$ cat config.mk
export PLATFORM = sky130hd
export DESIGN_NAME = opseq_top
export DESIGN_NICKNAME = d
export VERILOG_FILES = /design/src/rtl/opseq_pkg.sv /design/src/rtl/opseq_prescale.sv /design/src/rtl/opseq_ctrl.sv /design/src/rtl/opseq_annun.sv /design/src/rtl/opseq_blink.sv /design/src/rtl/opseq_top.sv
export SDC_FILE = /design/constraint.sdc
export NUM_CORES = 1
export LEC_CHECK = 0
export BUFFER_PORTS_ARGS = -buffer_cell sky130_fd_sc_hd__buf_4
export CAP_MARGIN = 20
export CORE_MARGIN = 10
export CORE_UTILIZATION = 55
export CTS_BUF_LIST = sky130_fd_sc_hd__clkbuf_4
export DETAILED_ROUTE_END_ITERATION = 16
export GPL_TIMING_DRIVEN = 0
export PLACE_DENSITY_LB_ADDON = 0.2
export SYNTH_ARGS = -nofsm -noshare
export SYNTH_HDL_FRONTEND = slang
export SYNTH_SLANG_ARGS = --single-unit
export TNS_END_PERCENT = 30
$ cat constraint.sdc
create_clock -name clk -period 1.97 [get_ports clk]
set_input_delay 0.0985 -clock clk [delete_from_list [all_inputs] [get_ports clk]]
set_output_delay 0.0985 -clock clk [all_outputs]
set_load 0.02 [all_outputs]
$ cat src/rtl/opseq_pkg.sv
package opseq_pkg;
  typedef enum logic [2:0] {
    OP_ERASE  = 3'd0,
    OP_IMAGE  = 3'd1,
    OP_SERIAL = 3'd2,
    OP_OPTS   = 3'd3,
    OP_VERIFY = 3'd4,
    OP_PROT   = 3'd5
  } op_e;

  typedef enum logic [1:0] {
    MODE_ERASE   = 2'd0,
    MODE_VERIFY  = 2'd1,
    MODE_PROGRAM = 2'd2,
    MODE_NONE    = 2'd3
  } mode_e;

  function automatic op_e step_after(op_e cur, logic with_serial);
    case (cur)
      OP_ERASE:  step_after = OP_IMAGE;
      OP_IMAGE:  step_after = with_serial ? OP_SERIAL : OP_OPTS;
      OP_SERIAL: step_after = OP_OPTS;
      OP_OPTS:   step_after = OP_VERIFY;
      default:   step_after = OP_PROT;
    endcase
  endfunction
endpackage

$ cat src/rtl/opseq_prescale.sv
module opseq_prescale #(
  parameter int DIV = 4
) (
  input  logic clk,
  input  logic rst_n,
  input  logic clr,
  output logic tick
);
  localparam int W = (DIV > 1) ? $clog2(DIV) : 1;
  logic [W-1:0] cnt;

  assign tick = (cnt == W'(DIV - 1));

  always_ff @(posedge clk or negedge rst_n) begin
    if (!rst_n)           cnt <= '0;
    else if (clr || tick) cnt <= '0;
    else                  cnt <= cnt + 1'b1;
  end
endmodule

$ cat src/rtl/opseq_ctrl.sv
module opseq_ctrl
  import opseq_pkg::*;
#(
  parameter int DW = 16,
  parameter int SW = 16
) (
  input  logic          clk,
  input  logic          rst_n,
  input  logic          exec_i,
  input  logic [1:0]    mode_i,
  input  logic          serial_en_i,
  output logic          op_valid_o,
  output logic [2:0]    op_code_o,
  input  logic          rsp_valid_i,
  input  logic          rsp_ok_i,
  input  logic [DW-1:0] rsp_sum_i,
  output logic          busy_o,
  output logic          done_o,
  output logic          pass_o,
  output logic          green_o,
  output logic          red_o,
  output logic [2:0]    err_o,
  output logic [DW-1:0] sum_o,
  output logic [SW-1:0] serial_o
);
  typedef enum logic {S_IDLE, S_RUN} state_e;

  state_e        state;
  op_e           cur_op;
  mode_e         run_mode;
  logic          sen_q;
  logic          last_step;
  logic          launch;

  assign launch     = (state == S_IDLE) && exec_i && (mode_e'(mode_i) != MODE_NONE);
  assign busy_o     = (state == S_RUN);
  assign op_valid_o = (state == S_RUN);
  assign op_code_o  = cur_op;

  always_comb begin
    case (run_mode)
      MODE_ERASE:  last_step = (cur_op == OP_ERASE);
      MODE_VERIFY: last_step = (cur_op == OP_VERIFY);
      default:     last_step = (cur_op == OP_PROT);
    endcase
  end

  always_ff @(posedge clk or negedge rst_n) begin
    if (!rst_n) begin
      state    <= S_IDLE;
      cur_op   <= OP_ERASE;
      run_mode <= MODE_ERASE;
      sen_q    <= 1'b0;
      done_o   <= 1'b0;
      pass_o   <= 1'b0;
      green_o  <= 1'b0;
      red_o    <= 1'b0;
      err_o    <= '0;
      sum_o    <= '0;
      serial_o <= '0;
    end else begin
      done_o <= 1'b0;
      case (state)
        S_IDLE: begin
          if (launch) begin
            state    <= S_RUN;
            run_mode <= mode_e'(mode_i);
            sen_q    <= serial_en_i;
            cur_op   <= (mode_e'(mode_i) == MODE_VERIFY) ? OP_VERIFY : OP_ERASE;
            green_o  <= 1'b0;
            red_o    <= 1'b0;
            err_o    <= '0;
          end
        end
        default: begin
          if (rsp_valid_i) begin
            if (!rsp_ok_i) begin
              state  <= S_IDLE;
              done_o <= 1'b1;
              pass_o <= 1'b0;
              red_o  <= 1'b1;
              err_o  <= 3'(cur_op) + 3'd1;
            end else begin
              if (cur_op == OP_ERASE || cur_op == OP_VERIFY) sum_o <= rsp_sum_i;
              if (last_step) begin
                state   <= S_IDLE;
                done_o  <= 1'b1;
                pass_o  <= 1'b1;
                green_o <= 1'b1;
                if (run_mode == MODE_PROGRAM && sen_q) serial_o <= serial_o + 1'b1;
              end else begin
                cur_op <= step_after(cur_op, sen_q);
              end
            end
          end
        end
      endcase
    end
  end

  AST_REQ_HELD: assert property (@(posedge clk) disable iff (!rst_n)
    op_valid_o && !rsp_valid_i |=> op_valid_o && $stable(op_code_o));
  AST_PROT_GATED: assert property (@(posedge clk) disable iff (!rst_n)
    $rose(op_valid_o && cur_op == OP_PROT) |-> $past(rsp_valid_i && rsp_ok_i && cur_op == OP_VERIFY));
  AST_MODE_FROZEN: assert property (@(posedge clk) disable iff (!rst_n)
    busy_o && $past(busy_o) |-> $stable(run_mode));
  AST_LED_EXCL: assert property (@(posedge clk) disable iff (!rst_n)
    !(green_o && red_o));
  AST_SERIAL_STEP: assert property (@(posedge clk) disable iff (!rst_n)
    serial_o != $past(serial_o) |-> serial_o == $past(serial_o) + 1'b1 && $past(rsp_ok_i));
endmodule

$ cat src/rtl/opseq_annun.sv
module opseq_annun #(
  parameter int TICK_DIV    = 4,
  parameter int SHORT_TICKS = 3,
  parameter int LONG_TICKS  = 10,
  parameter int HOLD_TICKS  = 20
) (
  input  logic clk,
  input  logic rst_n,
  input  logic start_i,
  input  logic pass_i,
  output logic beep_o,
  output logic show_err_o
);
  localparam int LMAX = (SHORT_TICKS > LONG_TICKS) ? SHORT_TICKS : LONG_TICKS;
  localparam int CW   = $clog2(LMAX + 1);
  localparam int HW   = $clog2(HOLD_TICKS + 1);

  logic          tick;
  logic          active;
  logic          pass_q;
  logic [2:0]    phase;
  logic [CW-1:0] tcnt;
  logic [CW-1:0] lim;
  logic          hold;
  logic [HW-1:0] hcnt;

  opseq_prescale #(.DIV(TICK_DIV)) u_pre (
    .clk(clk), .rst_n(rst_n), .clr(start_i), .tick(tick)
  );

  assign lim        = pass_q ? CW'(SHORT_TICKS - 1) : CW'(LONG_TICKS - 1);
  assign beep_o     = active && (pass_q ? !phase[0] : 1'b1);
  assign show_err_o = hold;

  always_ff @(posedge clk or negedge rst_n) begin
    if (!rst_n) begin
      active <= 1'b0;
      pass_q <= 1'b0;
      phase  <= '0;
      tcnt   <= '0;
      hold   <= 1'b0;
      hcnt   <= '0;
    end else if (start_i) begin
      active <= 1'b1;
      pass_q <= pass_i;
      phase  <= '0;
      tcnt   <= '0;
      hold   <= !pass_i;
      hcnt   <= '0;
    end else begin
      if (active && tick) begin
        if (tcnt == lim) begin
          tcnt <= '0;
          if (!pass_q || phase == 3'd4) active <= 1'b0;
          else                          phase  <= phase + 3'd1;
        end else begin
          tcnt <= tcnt + 1'b1;
        end
      end
      if (hold && tick) begin
        if (hcnt == HW'(HOLD_TICKS - 1)) begin
          hold <= 1'b0;
          hcnt <= '0;
        end else begin
          hcnt <= hcnt + 1'b1;
        end
      end
    end
  end

  AST_SHORT_PHASES: assert property (@(posedge clk) disable iff (!rst_n)
    active && pass_q |-> phase <= 3'd4);
  AST_HOLD_ONLY_FAIL: assert property (@(posedge clk) disable iff (!rst_n)
    hold |-> !pass_q);
  AST_LONG_SINGLE: assert property (@(posedge clk) disable iff (!rst_n)
    active && !pass_q |-> phase == 3'd0);
endmodule

$ cat src/rtl/opseq_blink.sv
module opseq_blink #(
  parameter int TICK_DIV    = 4,
  parameter int BLINK_TICKS = 2
) (
  input  logic clk,
  input  logic rst_n,
  input  logic busy_i,
  output logic led_o
);
  localparam int BW = $clog2(BLINK_TICKS + 1);

  logic          tick;
  logic          phase_q;
  logic [BW-1:0] cnt;

  opseq_prescale #(.DIV(TICK_DIV)) u_pre (
    .clk(clk), .rst_n(rst_n), .clr(!busy_i), .tick(tick)
  );

  assign led_o = busy_i && phase_q;

  always_ff @(posedge clk or negedge rst_n) begin
    if (!rst_n) begin
      phase_q <= 1'b1;
      cnt     <= '0;
    end else if (!busy_i) begin
      phase_q <= 1'b1;
      cnt     <= '0;
    end else if (tick) begin
      if (cnt == BW'(BLINK_TICKS - 1)) begin
        cnt     <= '0;
        phase_q <= !phase_q;
      end else begin
        cnt <= cnt + 1'b1;
      end
    end
  end

  AST_DARK_IDLE: assert property (@(posedge clk) disable iff (!rst_n)
    !busy_i |=> !$past(led_o));
endmodule

$ cat src/rtl/opseq_top.sv
module opseq_top #(
  parameter int DW          = 16,
  parameter int SW          = 16,
  parameter int TICK_DIV    = 100000,
  parameter int SHORT_TICKS = 100,
  parameter int LONG_TICKS  = 600,
  parameter int HOLD_TICKS  = 2000,
  parameter int BLINK_TICKS = 250
) (
  input  logic          clk,
  input  logic          rst_n,
  input  logic [1:0]    mode_sel,
  input  logic          exec,
  input  logic          serial_en,
  output logic          op_valid,
  output logic [2:0]    op_code,
  output logic [SW-1:0] op_serial,
  input  logic          rsp_valid,
  input  logic          rsp_ok,
  input  logic [DW-1:0] rsp_sum,
  output logic          busy,
  output logic          led_green,
  output logic          led_red,
  output logic          led_act,
  output logic          beep,
  output logic          disp_show,
  output logic [DW-1:0] disp_val
);
  logic          done;
  logic          pass;
  logic [2:0]    err;
  logic [DW-1:0] sum;
  logic          show_err;

  opseq_ctrl #(.DW(DW), .SW(SW)) u_ctrl (
    .clk(clk), .rst_n(rst_n), .exec_i(exec), .mode_i(mode_sel),
    .serial_en_i(serial_en), .op_valid_o(op_valid), .op_code_o(op_code),
    .rsp_valid_i(rsp_valid), .rsp_ok_i(rsp_ok), .rsp_sum_i(rsp_sum),
    .busy_o(busy), .done_o(done), .pass_o(pass), .green_o(led_green),
    .red_o(led_red), .err_o(err), .sum_o(sum), .serial_o(op_serial)
  );

  opseq_annun #(
    .TICK_DIV(TICK_DIV), .SHORT_TICKS(SHORT_TICKS),
    .LONG_TICKS(LONG_TICKS), .HOLD_TICKS(HOLD_TICKS)
  ) u_annun (
    .clk(clk), .rst_n(rst_n), .start_i(done), .pass_i(pass),
    .beep_o(beep), .show_err_o(show_err)
  );

  opseq_blink #(.TICK_DIV(TICK_DIV), .BLINK_TICKS(BLINK_TICKS)) u_blink (
    .clk(clk), .rst_n(rst_n), .busy_i(busy), .led_o(led_act)
  );

  assign disp_show = show_err || led_green;
  assign disp_val  = show_err ? (DW'(0) - DW'(err)) : sum;

  AST_ERR_WITH_RED: assert property (@(posedge clk) disable iff (!rst_n)
    show_err |-> led_red);
endmodule

==> flow_metrics.tcl <==
set metrics [dict create \
    outcome "finished, violations left" \
    violations "setup timing" \
    first_pass_iters 6 \
    cts_buffer_depth 2 \
    synth_edf_count 0 \
    rr_startpoint "u_annun.u_pre.cnt[14]$_DFF_PN0_" \
    vias 4786 \
    slew_headroom_pct 60.7 \
    cp.depth 7 \
    syn2layout_area_growth_pct 28.7 \
    r2r_slack_ns -0.17 \
    critPathKind "reg -> reg" \
    ant_nets 0 \
    die_w_um 123 \
    maxCapViolCount 0 \
    cts_sinks 116 \
    synth_nets 616 \
    layout_setup_ws_ns -0.168 \
    p_int_uw 5110 \
    fin_crit_sh_pct 109 \
    ys_types 56 \
    startpoint_type "register" \
    cp.required_ns 2.43 \
    synth_cells 577 \
    place_ws_ns -0.409 \
    arrival_ns 2.60 \
    synthArstFlopShare_pct 100 \
    dp.cells 779 \
    hold_violations 0 \
    initial_core_util_pct 56.3 \
    leakage_uw 0.00340 \
    r2r_end "u_annun.hcnt[10]$_DFFE_PN0P_" \
    clockRootBuffer "clkbuf_4" \
    clk_latency_ns 0.53 \
    worstSetupStartpoint "u_annun.u_pre.cnt[14]$_DFF_PN0_" \
    rsz0062_at_grt "yes" \
    p_switching_uw 3100 \
    worst_path_max_delay_cell "or4bb_4" \
    die_y_um 123 \
    power.density_mw_per_mm2 1100 \
    path_max_fanout 5 \
    ys_seq_area_share_pct 49.9 \
    cpLargestDelayFamily "simple AND/OR/NAND/NOR gates" \
    cts_tree "yes" \
    clk_pin_slew_ns 0.11 \
    nets 751 \
    p_seq_share_pct 38.4 \
    rows 37 \
    hpwl_um 8980 \
    cp_common_cell "buf_6" \
    reg2regPathDepth 7 \
    power.total_uw 8210 \
    ys_warn_count 0 \
    num-fill-cells 725 \
    vias_per_cell 5.55 \
    worst_pin_slew_ns 0.584 \
    cp_cell_sequence "or4bb_4 > nor4_4 > buf_6 > buf_6 > nand2_4 > or4_1 > nand3_1" \
    ir_drop_mv 0.821 \
    cpPeakStageDelay_ns 0.56 \
    antenna_found_initial 1 \
    p_clk_share_pct 23.9 \
    cts_buffers 17 \
    fin_cells 862 \
    drive_gt1_share_pct 26.8 \
    ios 66 \
    hold_class "in -> async" \
    overflow 0 \
    cp-end-kind "register" \
    port_buffers 65 \
    avgRoutedWirePerCell_um 15.9 \
    grt_pass1_vias 4797 \
    cp.buffers_inverters 2 \
    grt_pass1_wl_um 22600 \
    avgSynthCellArea_um2 10.1 \
    syn_area_mm2 0.00582 \
    ys_ff_latch 116 \
    die_area_mm2 0.0151 \
    period_needed_ns 2.14 \
    swShare_pct 37.7 \
    grt.total_usage_pct 18.5 \
    maxSlewViolCount 0 \
    gp_congestion 0.829 \
    tns_ns -1.73 \
    drt-initial-drc-count 337 \
    clock.fmax_mhz 468 \
    grt_max_degree 63 \
    finClkSkew_ns 0.0245 \
    routed_wl_um 13700 \
    cts_max_level 4 \
    crit_end "u_annun.hcnt[10]$_DFFE_PN0P_" \
    report.final.setup_viol 26 \
    coreArea_mm2 0.0103 \
    dominantRegCellSynth "dfrtp_1" \
    drcViolationCount 0 \
    power_frac_comb_pct 37.7 \
]
-- layout by cell type (no fill, tap or decap), types with 5 or more instances in the layout --
master           n
buf_4           90
mux2_2          22
or3_1            8
xor2_1          25
nor3_1           5
o31ai_1         11
ha_1            13
xnor2_1         22
inv_1           29
clkbuf_1         6
a22o_1           7
nand3_1         27
o21ai_1         11
o21ai_0         26
nor2_1          63
dfrtp_2          5
dlygate4sd3_1   26
dfrtp_1        110
nand4_1         22
and4_1           6
nor2b_1         11
clkbuf_4        19
and3_1          17
a21oi_1         10
nand2_1         36
clkinvlp_4       6
-- cells in the mapped netlist, types with 14 or more instances --
cell type / count / share of area [%]
o21ai_0: 39 / 3.4
nand3_1: 30 / 2.6
dfrtp_1: 115 / 49
nor2_1: 63 / 4.1
xor2_1: 25 / 3.8
nand4_1: 22 / 2.4
o31ai_1: 14 / 1.8
ha_1: 15 / 3.2
mux2_2: 22 / 4.3
xnor2_1: 22 / 3.3
inv_1: 30 / 1.9
nand2_1: 38 / 2.5
and3_1: 18 / 1.9
-- cells by family after synthesis --
kind of cell	count (synthesis)	share of synthesized area, %
compound gates	92	9.94
flops	116	49.9
mux	24	4.60
simple gates	239	22.3
fa+ha+maj	15	3.23
buf+inv	44	2.95
xor+xnor	47	7.08
-- worst min path at each step --
stage,from,slack (ns),end
floorplan,rst_n,-0.20,u_annun.active$_DFFE_PN0P_
global placement,serial_en,0.31,u_ctrl.sen_q$_DFFE_PN0P_
detailed placement,rst_n,0.09,u_annun.u_pre.cnt[9]$_DFF_PN0_
CTS,rst_n,0.08,u_blink.u_pre.cnt[14]$_DFF_PN0_
global route,rst_n,0.10,u_annun.u_pre.cnt[6]$_DFF_PN0_
finish,rst_n,0.1,u_annun.u_pre.cnt[9]$_DFF_PN0_
-- registers in the layout, summed over array words and instances, names as in the netlist, 2 cells and up --
| name | flops |
|---|---|
| u_annun.phase | 3 |
| u_ctrl.serial_o | 16 |
| u_ctrl.sum_o | 16 |
| u_ctrl.err_o | 3 |
| u_blink.cnt | 8 |
| u_ctrl.run_mode | 2 |
| u_annun.tcnt | 10 |
| u_annun.hcnt | 11 |
| u_ctrl.op_code_o | 3 |
| u_annun.u_pre.cnt | 17 |
| u_blink.u_pre.cnt | 17 |
-- worst register-to-register path, stage by stage, from the launching register on --
cell and delay (ns):
dfrtp_1 0.42, or4bb_4 0.56, nor4_4 0.29, buf_6 0.18, buf_6 0.10, nand2_4 0.04
or4_1 0.39, nand3_1 0.09
-- power by group through the flow --
stage	Combinational, uW	Sequential (uW)	Clock, uW
after floorplan	1730	3100	0
after global placement	2830	3110	0
after detailed placement	2900	3140	0
after CTS	3020	3110	1990
after global routing	3360	3200	2100
final	3100	3150	1960
-- layer usage --
| layer | global-route usage (%) | part of all wire (%) | routed length, um |
|---|---|---|---|
| met1 | 22.2 | 42 | 5730 |
| met2 | 30.9 | 52 | 7120 |
| met3 | 5.00 | 4.5 | 618 |
| met4 | 7.14 | 1.5 | 211 |
| met5 | 0 | 0 | 0 |
-- per-stage QoR --
stage	hold WS, ns	cell area, um^2	util (%)
4_1_cts	0.0798	7250	70.2
3_3_place_gp	0.308	6480	62.8
2_1_floorplan	-0.197	5820	-
5_1_grt	0.101	7490	72.5
3_5_place_dp	0.0895	6510	63.1
6_report	0.0970	7490	72.5
-- what timing repair did --
action	in CTS	in global routing
setup endpoints to repair	91	85
pin swaps	11	19
gates resized for setup	26	43
hold buffers	26	0
hold endpoints to repair	143	0
setup buffers	12	13
cloned	0	1
-- final cells by class --
class                           instances  area (um^2)  share of cell area (%)
Buffer                                 12         72.6                   0.969
Clock buffer                           18          135                    1.81
Antenna cell                            1         2.50                  0.0334
Sequential cell                       116         2910                    38.9
Multi-Input combinational cell        417         2910                    38.9
Inverter                               30          113                    1.50
Tap cell                              136          170                    2.27
Clock inverter                         14          185                    2.47
Timing Repair Buffer                  118          986                    13.2
Power figures use the tool's default switching activity.
